**config.mk**
```make
export PLATFORM = sky130hd
export DESIGN_NAME = brightness_quantizer
export DESIGN_NICKNAME = d
export VERILOG_FILES = /design/src/rtl/bq_pkg.sv /design/src/rtl/bq_input_stage.sv /design/src/rtl/bq_threshold.sv /design/src/rtl/bq_code_reg.sv /design/src/rtl/brightness_quantizer.sv
export SDC_FILE = /design/constraint.sdc
export NUM_CORES = 1
export LEC_CHECK = 0
export CAP_MARGIN = 25
export CORE_MARGIN = 5
export CORE_UTILIZATION = 65
export CTS_CLUSTER_DIAMETER = 30
export DETAILED_ROUTE_END_ITERATION = 7
export DONT_BUFFER_PORTS = 1
export PLACE_DENSITY_LB_ADDON = 0.3
export SYNTH_ARGS = -nofsm -noshare
export SYNTH_HDL_FRONTEND = slang
export SYNTH_HIERARCHICAL = 1
export SYNTH_SLANG_ARGS = --single-unit
```
**constraint.sdc**
```tcl
create_clock -name clk -period 8 [get_ports clk]
set_clock_uncertainty 0.05 [all_clocks]
set_input_delay 1.6 -clock clk [delete_from_list [all_inputs] [get_ports clk]]
set_output_delay 1.6 -clock clk [all_outputs]
set_load 0.02 [all_outputs]
```
**src/rtl/bq_pkg.sv**
```systemverilog
`timescale 1ns/1ps
package bq_pkg;
   localparam int unsigned CODE_W   = 5;
   localparam int unsigned CODE_MAX = (1 << CODE_W) - 1;
   localparam int unsigned GRID     = CODE_MAX + 2;   // 33-step threshold grid
   localparam int unsigned GRID_W   = 6;              // bits to hold GRID

   typedef logic [CODE_W-1:0] code_t;

   typedef enum logic {
      SCALE_POS = 1'b0,
      SCALE_NEG = 1'b1
   } scale_e;
endpackage

```
**src/rtl/bq_input_stage.sv**
```systemverilog
`timescale 1ns/1ps
module bq_input_stage #(
   parameter int unsigned IN_W       = 10,
   parameter int unsigned FULL_SCALE = (1 << IN_W) - 1,
   parameter bit          REG_IN     = 1'b1
) (
   input  logic            clk,
   input  logic            rst_n,
   input  logic            strobe_i,
   input  logic [IN_W-1:0] value_i,
   input  logic            scale_neg_i,
   output logic            valid_o,
   output logic [IN_W-1:0] level_o
);
   import bq_pkg::*;

   localparam logic [IN_W-1:0] FS_V = IN_W'(FULL_SCALE);

   logic [IN_W-1:0] clamped;
   logic [IN_W-1:0] folded;

   // Clamp to full scale, then fold the negative scale onto the positive one.
   always_comb begin
      clamped = (value_i > FS_V) ? FS_V : value_i;
      folded  = (scale_e'(scale_neg_i) == SCALE_NEG) ? (FS_V - clamped) : clamped;
   end

   generate
      if (REG_IN) begin : g_reg
         logic            valid_q;
         logic [IN_W-1:0] level_q;
         always_ff @(posedge clk) begin
            if (!rst_n) begin
               valid_q <= 1'b0;
               level_q <= '0;
            end else begin
               valid_q <= strobe_i;
               if (strobe_i) level_q <= folded;
            end
         end
         assign valid_o = valid_q;
         assign level_o = level_q;
      end else begin : g_comb
         assign valid_o = strobe_i;
         assign level_o = folded;
      end
   endgenerate
endmodule

```
**src/rtl/bq_threshold.sv**
```systemverilog
`timescale 1ns/1ps
module bq_threshold #(
   parameter int unsigned IN_W       = 10,
   parameter int unsigned FULL_SCALE = (1 << IN_W) - 1
) (
   input  bq_pkg::code_t   code_i,
   input  logic [IN_W-1:0] level_i,
   output logic            rise_o,
   output logic            fall_o
);
   import bq_pkg::*;

   localparam int unsigned PW = IN_W + GRID_W;

   logic [PW-1:0] scaled;
   logic [PW-1:0] rise_lim;
   logic [PW-1:0] fall_lim;

   always_comb begin
      scaled   = PW'(level_i) * PW'(GRID);
      rise_lim = (PW'(code_i) + PW'(2)) * PW'(FULL_SCALE);
      fall_lim = PW'(code_i) * PW'(FULL_SCALE);
      rise_o   = (scaled >= rise_lim);
      fall_o   = (scaled <= fall_lim);
   end
endmodule

```
**src/rtl/bq_code_reg.sv**
```systemverilog
`timescale 1ns/1ps
module bq_code_reg (
   input  logic          clk,
   input  logic          rst_n,
   input  logic          valid_i,
   input  logic          rise_i,
   input  logic          fall_i,
   output bq_pkg::code_t code_o
);
   import bq_pkg::*;

   localparam code_t TOP = code_t'(CODE_MAX);

   code_t code_q;

   always_ff @(posedge clk) begin
      if (!rst_n) begin
         code_q <= '0;
      end else if (valid_i) begin
         if (rise_i && (code_q != TOP))
            code_q <= code_q + code_t'(1);
         else if (fall_i && (code_q != '0))
            code_q <= code_q - code_t'(1);
      end
   end

   assign code_o = code_q;
endmodule

```
**src/rtl/brightness_quantizer.sv**
```systemverilog
`timescale 1ns/1ps
module brightness_quantizer #(
   parameter int unsigned IN_W       = 10,
   parameter int unsigned FULL_SCALE = (1 << IN_W) - 1,
   parameter bit          REG_IN     = 1'b1
) (
   input  logic            clk,
   input  logic            rst_n,
   input  logic            sample_strobe,
   input  logic [IN_W-1:0] sample_value,
   input  logic            scale_neg,
   output logic [4:0]      bright_code
);
   import bq_pkg::*;

   localparam int unsigned LATENCY = 1 + (REG_IN ? 1 : 0);

   generate
      if (IN_W < 2 || IN_W > 24) begin : g_bad_width
         $error("brightness_quantizer: IN_W must be 2..24");
      end
      if (FULL_SCALE == 0 || FULL_SCALE >= (1 << IN_W)) begin : g_bad_scale
         $error("brightness_quantizer: FULL_SCALE must be 1..2**IN_W-1");
      end
      if (LATENCY < 1) begin : g_bad_lat
         $error("brightness_quantizer: latency underflow");
      end
   endgenerate

   logic            stg_valid;
   logic [IN_W-1:0] stg_x;
   logic            step_up;
   logic            step_dn;
   code_t           code;

   bq_input_stage #(
      .IN_W(IN_W), .FULL_SCALE(FULL_SCALE), .REG_IN(REG_IN)
   ) u_stage (
      .clk(clk), .rst_n(rst_n),
      .strobe_i(sample_strobe), .value_i(sample_value), .scale_neg_i(scale_neg),
      .valid_o(stg_valid), .level_o(stg_x)
   );

   bq_threshold #(
      .IN_W(IN_W), .FULL_SCALE(FULL_SCALE)
   ) u_thresh (
      .code_i(code), .level_i(stg_x), .rise_o(step_up), .fall_o(step_dn)
   );

   bq_code_reg u_code (
      .clk(clk), .rst_n(rst_n), .valid_i(stg_valid),
      .rise_i(step_up), .fall_i(step_dn), .code_o(code)
   );

   assign bright_code = code;
endmodule

```
* Word level (Yosys, flattened, before mapping)
Index checks and enable logic that the tools add are counted.
** Cells by class
- $add $sub $neg :: 4
- $mul :: 3
- Order comparisons :: 3
- Eq/ne operators :: 1
- Multiplexer cells :: 4
- Reductions and logical operators :: 5
** Operators by type and width (count)
- 10-bit two-way mux :: 2
- 16-bit >= comparator :: 1
- 16-bit by 15-bit <= comparator with 1-bit output :: 1
- 10-bit by 6-bit multiplier with 16-bit output (second input constant) :: 1
- 16-bit by 10-bit multiplier with 16-bit output (second input constant) :: 1
- 5-bit by 10-bit multiplier with 15-bit output (second input constant) :: 1
- 10-bit > comparator (second input constant) :: 1
- 5-bit two-way mux :: 2
- 10-bit subtractor (first input constant) :: 1
- 5-bit by 2-bit adder with 6-bit output (second input constant) :: 1
- 5-bit by 1-bit adder with 5-bit output (second input constant) :: 1
- 5-bit inequality test (second input constant) :: 1
- 5-bit nonzero test :: 1
- 5-bit by 1-bit subtractor with 5-bit output (second input constant) :: 1
- 1-bit logical AND :: 2
- 2-bit AND reduction :: 1
- 2-bit nonzero test :: 1
** Word-level totals
- Flip-flop bits (word level) :: 16
- Input bits :: 14
- Output and inout bits :: 5
- Word-level logic and storage cells :: 23

* Longest topological paths before layout
Gate-level depths: netlist of run 1.
- Word-level depth :: 6
- Mapped depth :: 29
- Gate-level depth less buffers :: 29

* Cells and area by module
The synthesis of run 1 kept the hierarchy.
** By module, submodules not included
- bq_threshold :: times used 1, cells an instance 358, area each 3051.7 sq um, seq. area each 0.0 sq um
- bq_input_stage :: times used 1, cells an instance 46, area each 440.4 sq um, seq. area each 220.2 sq um
- bq_code_reg :: times used 1, cells an instance 45, area each 406.6 sq um, seq. area each 100.1 sq um

* Least setup slack after synthesis of run 1
Ideal clock, no wire load.
- Kind :: register -> register
- From :: register u_code.code_q[3] (netlist: u_code/code_o[3])
- To :: register u_code.code_q[4] (netlist: u_code/code_o[4])
- Library setup time :: 0.064 ns
- Arrival time :: 6.731 ns
- Data required time :: 7.886 ns
- Setup slack :: 1.155 ns
- Cell stages (with the launch flop) :: 29
- Period minus slack after synthesis :: 6.845 ns
- Cell sequence :: dfxtp_1 > ha_1 > nand2_1 > xnor2_1 > inv_1 > fa_1 > inv_1 > fa_1 > fa_1 > inv_1 > ha_1 > nor2b_1 > o31ai_2 > a21oi_1 > o41ai_2 > xnor2_1 > ha_1 > nand4_1 > nor2_1 > o2111ai_1 > o21ai_1 > nand3b_1 > o21a_1 > inv_1 > ha_1 > a21oi_1 > nand2_1 > or4_1 > nand4_1
** Between the ends
- Cells in the longest elaborated chain, start to end :: 6
- Elaborated cells between the ends (all ways) :: 15
- Classes of those cells :: add/sub (3); mul (2); order compare (2); eq/ne (1); mux (2); reduce/logical (5)
** RTL lines
- from (decl) :: RTL line bq_code_reg.sv:14 : code_t code_q;
- from (signal assigned) :: RTL line bq_code_reg.sv:21 : code_q <= code_q + code_t'(1);
- from (signal assigned) :: RTL line bq_code_reg.sv:23 : code_q <= code_q - code_t'(1);
- 5-bit by 2-bit adder with 6-bit output * :: RTL line bq_threshold.sv:21 : rise_lim = (PW'(code_i) + PW'(2)) * PW'(FULL_SCALE);
- 16-bit by 10-bit multiplier with 16-bit output * :: RTL line bq_threshold.sv:21
- 16-bit >= comparator * :: RTL line bq_threshold.sv:23 : rise_o = (scaled >= rise_lim);
- named net step_up :: RTL line brightness_quantizer.sv:32 : logic step_up;
- 1-bit logical AND * :: RTL line bq_code_reg.sv:20 : if (rise_i && (code_q != TOP))
- 2-bit nonzero test (no source line)
- 2-bit AND reduction (no source line)
Mark *: on every way through the listed nets, which the timed path passes. The rest lies on a longest branch. The select of a mux whose other input is x is not followed.
A chain may end at the register's enable or synchronous reset.

* Final worst setup path of run 1
- From :: register u_code.code_q[4] (netlist: u_code/code_o[4])
- To :: register u_code.code_q[4] (netlist: u_code/code_o[4])
The elaborated chain is that of the path after synthesis.

==> results.md, run 1 <==
- Layout cells sized above 1: approximately 4.0%
- Worst EP arrival: 7420 ps
- Effective utilization at floorplan: 66.2%
- RSZ-0062 raised after global routing: false
- Clock tree buffer depth: 2
- Synth cell types: between 50 and 60
- Tcrit/Tclk final: about nine tenths
- Die width: slightly below 90 um
- DP HPWL: roughly 7.1 mm
- Post-route ant nets: 0
- Setup Fix Bufs, Post-CTS: 0
- Mapped Area: 3900 um^2
- Cell Area, Placed: between 3000 and 4000 um^2
- Worst-margin pin slew: roughly 700 ps
- Syn Nets: roughly 590
- Final Hold Violating Endpoints: 0
- Fin crit period: just over 7000 ps
- Status: finished clean
- Routability cong.: 0.884
- GRT Total Usage: a little under a quarter
- Synth Register Bits: 16
- CTS tree: built
- I/O pin count: 19
- Antenna cells: 0
- Total gr overflow: 0
- Largest net degree at the start of global routing: 24
- Filler Cell Count: 476
- Vias/cell: between 5 and 6
- Slew headroom: between 50% and 60%
- Fin. max-slew vios: 0
- Clock-pin slew on the worst setup and hold paths: ~80 ps
- Final setup viols: 0
- Root buffer cell: clkbuf_8
- Placed Cells incl. Taps: between 500 and 600
- Warnings, synthesis: 6
- Post-Synth Adder-Cell Area: between 40 and 50%
- Max-cap viol count: 0
- Initial antenna violation count: 0
- EDFF count, synth: 0
- H-tree depth: 1
- Number of DRC markers in iteration 0: about 140
- IO Port Bufs: 0
- Largest family of logic cells by synthesized area: adder cells
- Ys flop type: dfxtp_1
- Layout Area Growth over Synthesis: 3.72%
- Startpoint Class: register
- Worst path slowest cell: fa_1
- Most frequent cells in the layout: 98 x ha_1, 49 x inv_1, 39 x a21oi_1, 28 x nand2_1, 25 x fa_1
- Worst skew pair latency: between 200 and 300 ps
- Crit path buf inv count: 4
- Non-Filler Instances: around 530
- CP Class: register to register
- Cells after synthesis: ~450
- Sequential cell area: 320 um^2
- Rows: 28
- First-pass detailed-route iteration total: 4
- Die Ht: slightly below 90 um
- Delay-heaviest family, CP: adder cells
- Nets@finish: 590
- Final instance area: 4040 um^2
- Routed length per instance: about 16 um
- PostCTS Resize Cnt: 0
- Fmax: about 140 MHz
- Slowest Stage Delay on Critical Path: a little under 800 ps
- Commonest non-fill, non-tap cell in the layout: ha_1
- Area of the multi-input gates: 3350 um^2
- Worst Hold Class: register to register
- Routed vias: 3115
- CTS Hold Bufs: 0
- First-pass GRT wire length: 14.0 mm
- Clock tree sinks: 16
- Largest fanout on the critical path: 13
- Crit. End Element: register
- WP data required: around 8200 ps
- Register area share after synthesis: ~8.2%
- Post-Synth XOR/XNOR Area: 8.54%
- FFs w/ async S/R, synth: 0%
- Num CTS Buffers: 3
- Compound-Gate Fraction of Synth Area: a little under a fifth
- Average instance area after synthesis: around 8.7 um^2
- Setup TNS: 0 ps
- Die ar.: between 7000 and 8000 um^2
- Post-Route WL: between 8 and 9 mm
- Fraction of synthesized area in multiplexers: 1.80%
- Post-route DRC: 0
- CORE AREA: 5890 um^2
- Post-synthesis simple-gate area fraction: roughly an eighth
- Vias in the first global route: around 3000
[per-layer routing]
layer / global-route usage (%) / vias to the layer above / routed length (um) / part of all wire, %
li1: - / 1590 / - / -
met1: 31.0 / 1442 / 3830 / 46
met2: 38.8 / 69 / 3980 / 48
met3: 2.55 / 14 / 320 / 3.9
met4: 6.28 / 0 / 139 / 1.7
met5: 0 / - / 0 / 0
[Yosys cell counts (8+ instances only)]
cell	n	share of area, %
ha_1	98	31
inv_1	49	4.7
a21oi_1	39	5.0
nand2_1	28	2.7
fa_1	25	13
xnor2_1	24	5.4
o21ai_0	21	2.7
nor2_1	19	1.8
dfxtp_1	16	8.2
xor2_1	14	3.1
a21o_1	8	1.5
nor3_1	8	1.0
[path summary, 6_finish.rpt]
check / slack, ps / cells past startpoint / to / startpoint
setup reg to reg: 750 / 27 / u_code/code_o[4] / u_code/code_o[4]
setup / recovery: 750 / 27 / u_code/code_o[4] / u_code/code_o[4]
hold reg to reg: 510 / 2 / u_stage/level_o[0] / u_stage/level_o[0]
hold / removal: 510 / 2 / u_stage/level_o[0] / u_stage/level_o[0]
[worst min-delay path, delay by kind of cell (launching register included)]
family         cells  cell delay (ps)
AO/OA/AOI/OAI      2              190
flip-flops         1              330
[stage by stage]
step                      util, %  hold slack, ps  worst slack (ps)
final                        68.7             508               746
after detailed placement     67.8             492               805
after global routing         68.7             528               271
after global placement       67.8             500              1060
after floorplan                 -             465              1150
after CTS                    68.7             508               776
[registers in the layout, indices dropped and copies added (netlist names)]
name and cells:
u_stage/level_o 10, u_code/code_o 5, u_stage/valid_o 1
[kinds of logic after synthesis]
| kind of cell | after synthesis |
|---|---|
| AOI/OAI and AO/OA | 109 |
| muxes | 7 |
| buffers and inverters | 55 |
| xor gates and xnor gates | 38 |
| adders and majority gates | 123 |
| DFF | 16 |
| and+or+nand+nor | 101 |
[cell type report]
cell class	count	area share, %
Sequential cell	16	7.92
Clock buffer	4	1.36
Inverter	49	4.55
Timing Repair Buffer	5	0.928
Multi-Input combinational cell	378	82.9
Tap cell	75	2.32
Power of run 1 is left out: the tool's default activity adds up to more than one toggle a clock period on the data nets, which glitch-free logic cannot reach.
==> inputs of run 2 (changes only) <==
--- a/config.mk
+++ b/config.mk
@@ -6,6 +6,7 @@
 export NUM_CORES = 1
 export LEC_CHECK = 0
 export CAP_MARGIN = 25
+export CORE_ASPECT_RATIO = 1.4
 export CORE_MARGIN = 5
 export CORE_UTILIZATION = 65
 export CTS_CLUSTER_DIAMETER = 30
==> run 2 against run 1 <==
Wire length is 3.4% higher. Register-to-register slack hardly changed. Via count is 0.45% higher. Fmax hardly changed. Die area is 0.29% higher. Sequential share of layout area hardly changed. Highest routed layer unchanged. Count of clock-buffer cells in the layout stayed put. Critical endpoint unchanged. Non-clock buffer count is 1 lower. First-iteration DRC count is 22% lower. Worst setup slack worse by 4.2 ps.
==> results.md, run 2 (synthesis results as in run 1) <==
- Status: finished clean
- Post-route DRC: 0 (unchanged)
- Fmax: 138 MHz (about the same)
- Slew headroom: 55.0% (+2.9 points)
- Setup Fix Bufs, Post-CTS: 0 (unchanged)
- Vias in the first global route: 3223 (+6.4%)
- Crit path buf inv count: 5 (+1)
- Crit. End Element: register
- Vias/cell: 6.01 (+1.6%)
- Fin. max-slew vios: 0 (unchanged)
- DP HPWL: 7.33 mm (+3.3%)
- Effective utilization at floorplan: 66.5% (+0.25 points)
- Routed vias: 3129 (+0.45%)
- Placed Cells incl. Taps: 517 (-1.1%)
- Worst setup margin: 742 ps (-4.17 ps)
- Worst-margin pin slew: 659 ps (-42.9 ps)
- Die Ht: 102 um (+16%)
- Clock tree sinks: 16 (unchanged)
- Worst EP arrival: 7410 ps (about the same)
- Delay-heaviest family, CP: adder cells
- Final setup viols: 0 (unchanged)
- Hold EP: u_stage/level_o[0]
- Die ar.: 7670 um^2 (+0.29%)
- First-pass GRT wire length: 14.4 mm (+2.9%)
- Met1 Usage GRT: 28.0% (-3.0 points)
- Commonest non-fill, non-tap cell in the layout: ha_1
- Routing usage on met3: 1.99% (-0.57 points)
- Worst path slowest cell: fa_1
- Slowest Stage Delay on Critical Path: 750 ps (-20 ps)
- GRT Total Usage: 23.9% (+0.92 points)
- Antenna cells: 0 (unchanged)
- Post-route ant nets: 0 (unchanged)
- Nets@finish: 589 (-0.17%)
- Layout Area Growth over Synthesis: 3.37%
- Largest net degree at the start of global routing: 24 (unchanged)
- CP Class: register to register
- Worst Hold Class: register to register
- IO Port Bufs: 0 (unchanged)
- Layout cells sized above 1: 3.77% (-0.21 points)
- Top Usage Layer GRT: met2
- Cell Area, Placed: 3980 um^2 (-0.35%)
- Clock-pin slew on the worst setup and hold paths: 70 ps (about the same)
- R2R Setup Slk: 740 ps (about the same)
- Routability cong.: 0.885 (+0.10%)
- DP Worst Slack: 798 ps (-7.03 ps)
- Fin crit period: 7260 ps (+4.17 ps)
- Reg-to-Reg End: u_code/code_o[4]
- Non-Filler Instances: 521 (-1.1%)
- Rows: 33 (+18%)
- Final Hold Violating Endpoints: 0 (unchanged)
- Num CTS Buffers: 3 (unchanged)
- WP data required: 8150 ps (about the same)
- Root buffer cell: clkbuf_8
- Beginning of the worst hold path: u_stage/level_o[0]
- Startpoint Class: register
- Final instance area: 4030 um^2 (-0.34%)
- First-pass detailed-route iteration total: 4 (unchanged)
- RSZ-0062 raised after global routing: false
- H-tree depth: 1 (unchanged)
- PostCTS Resize Cnt: 0 (unchanged)
- Most frequent cells in the layout: 98 x ha_1, 49 x inv_1, 39 x a21oi_1, 28 x nand2_1, 25 x fa_1
- Initial antenna violation count: 0 (unchanged)
- Number of DRC markers in iteration 0: 109 (-22%)
- Largest fanout on the critical path: 11 (-2)
- Clock tree buffer depth: 2 (unchanged)
- Worst reg2reg startpoint: u_code/code_o[2]
- CTS Hold Bufs: 0 (unchanged)
- Max-cap viol count: 0 (unchanged)
- Filler Cell Count: 503 (+5.7%)
- Worst skew pair latency: 250 ps (-20 ps)
- Setup TNS: 0 ps (unchanged)
- Met2 usage: 44.7% (+5.9 points)
- Post-Route WL: 8.55 mm (+3.4%)
- Max FFs per register: 10 (unchanged)
- Die width: 75.5 um (-14%)
- Hold Path Stages: 2 (unchanged)
- CTS tree: built
- Tcrit/Tclk final: 90.7% (about the same)
- CORE AREA: 5860 um^2 (-0.38%)
- R2R depth: 29 (+7.4%)
- I/O pin count: 19 (unchanged)
- Routed length per instance: 16.4 um (+4.6%)
- Total gr overflow: 0 (unchanged)
run 2: per-stage QoR:
stage | hold WS [ps] | util (%)
after floorplan | 465 | -
after global placement | 489 | 67.8
after detailed placement | 491 | 67.8
after CTS | 504 | 68.7
after global routing | 544 | 68.7
final | 504 | 68.7
run 2: final cells by class:
type / count / area (um^2) / area share, %
repair buffers: 4 / 30.0 / 0.745
multi-input cells: 378 / 3350 / 83.2
inverters: 49 / 184 / 4.56
clock buffers: 4 / 55.1 / 1.37
well taps: 70 / 87.6 / 2.17
flip-flops and latches: 16 / 320 / 7.95
run 2: worst max path at each step:
stage,depth (start not counted),start,slack (ps),end
final,29,u_code/code_o[2],740,u_code/code_o[4]
after global routing,29,u_code/code_o[2],170,u_code/code_o[4]
after detailed placement,29,u_code/code_o[2],800,u_code/code_o[4]
after floorplan,28,u_code/code_o[3],1150,u_code/code_o[4]
after CTS,29,u_code/code_o[2],770,u_code/code_o[4]
after global placement,27,u_code/code_o[4],1030,u_code/code_o[4]
run 2: worst reg2reg max path, delay by kind of cell, from the launching register on:
kind	cells	cell delay, ps
AO/OA/AOI/OAI	7	1380
XOR/XNOR	2	430
adder cells (fa/ha/maj)	7	3050
buffers and inverters	5	720
flip-flops	1	310
AND/OR/NAND/NOR	8	1280
run 2: routing by layer:
| layer | vias to the layer above | routed length, um |
|---|---|---|
| met5 | - | 0 |
| met3 | 24 | 308 |
| met2 | 59 | 4460 |
| met1 | 1461 | 3570 |
| li1 | 1585 | - |
| met4 | 0 | 221 |
Power of run 2 is left out for the same reason.
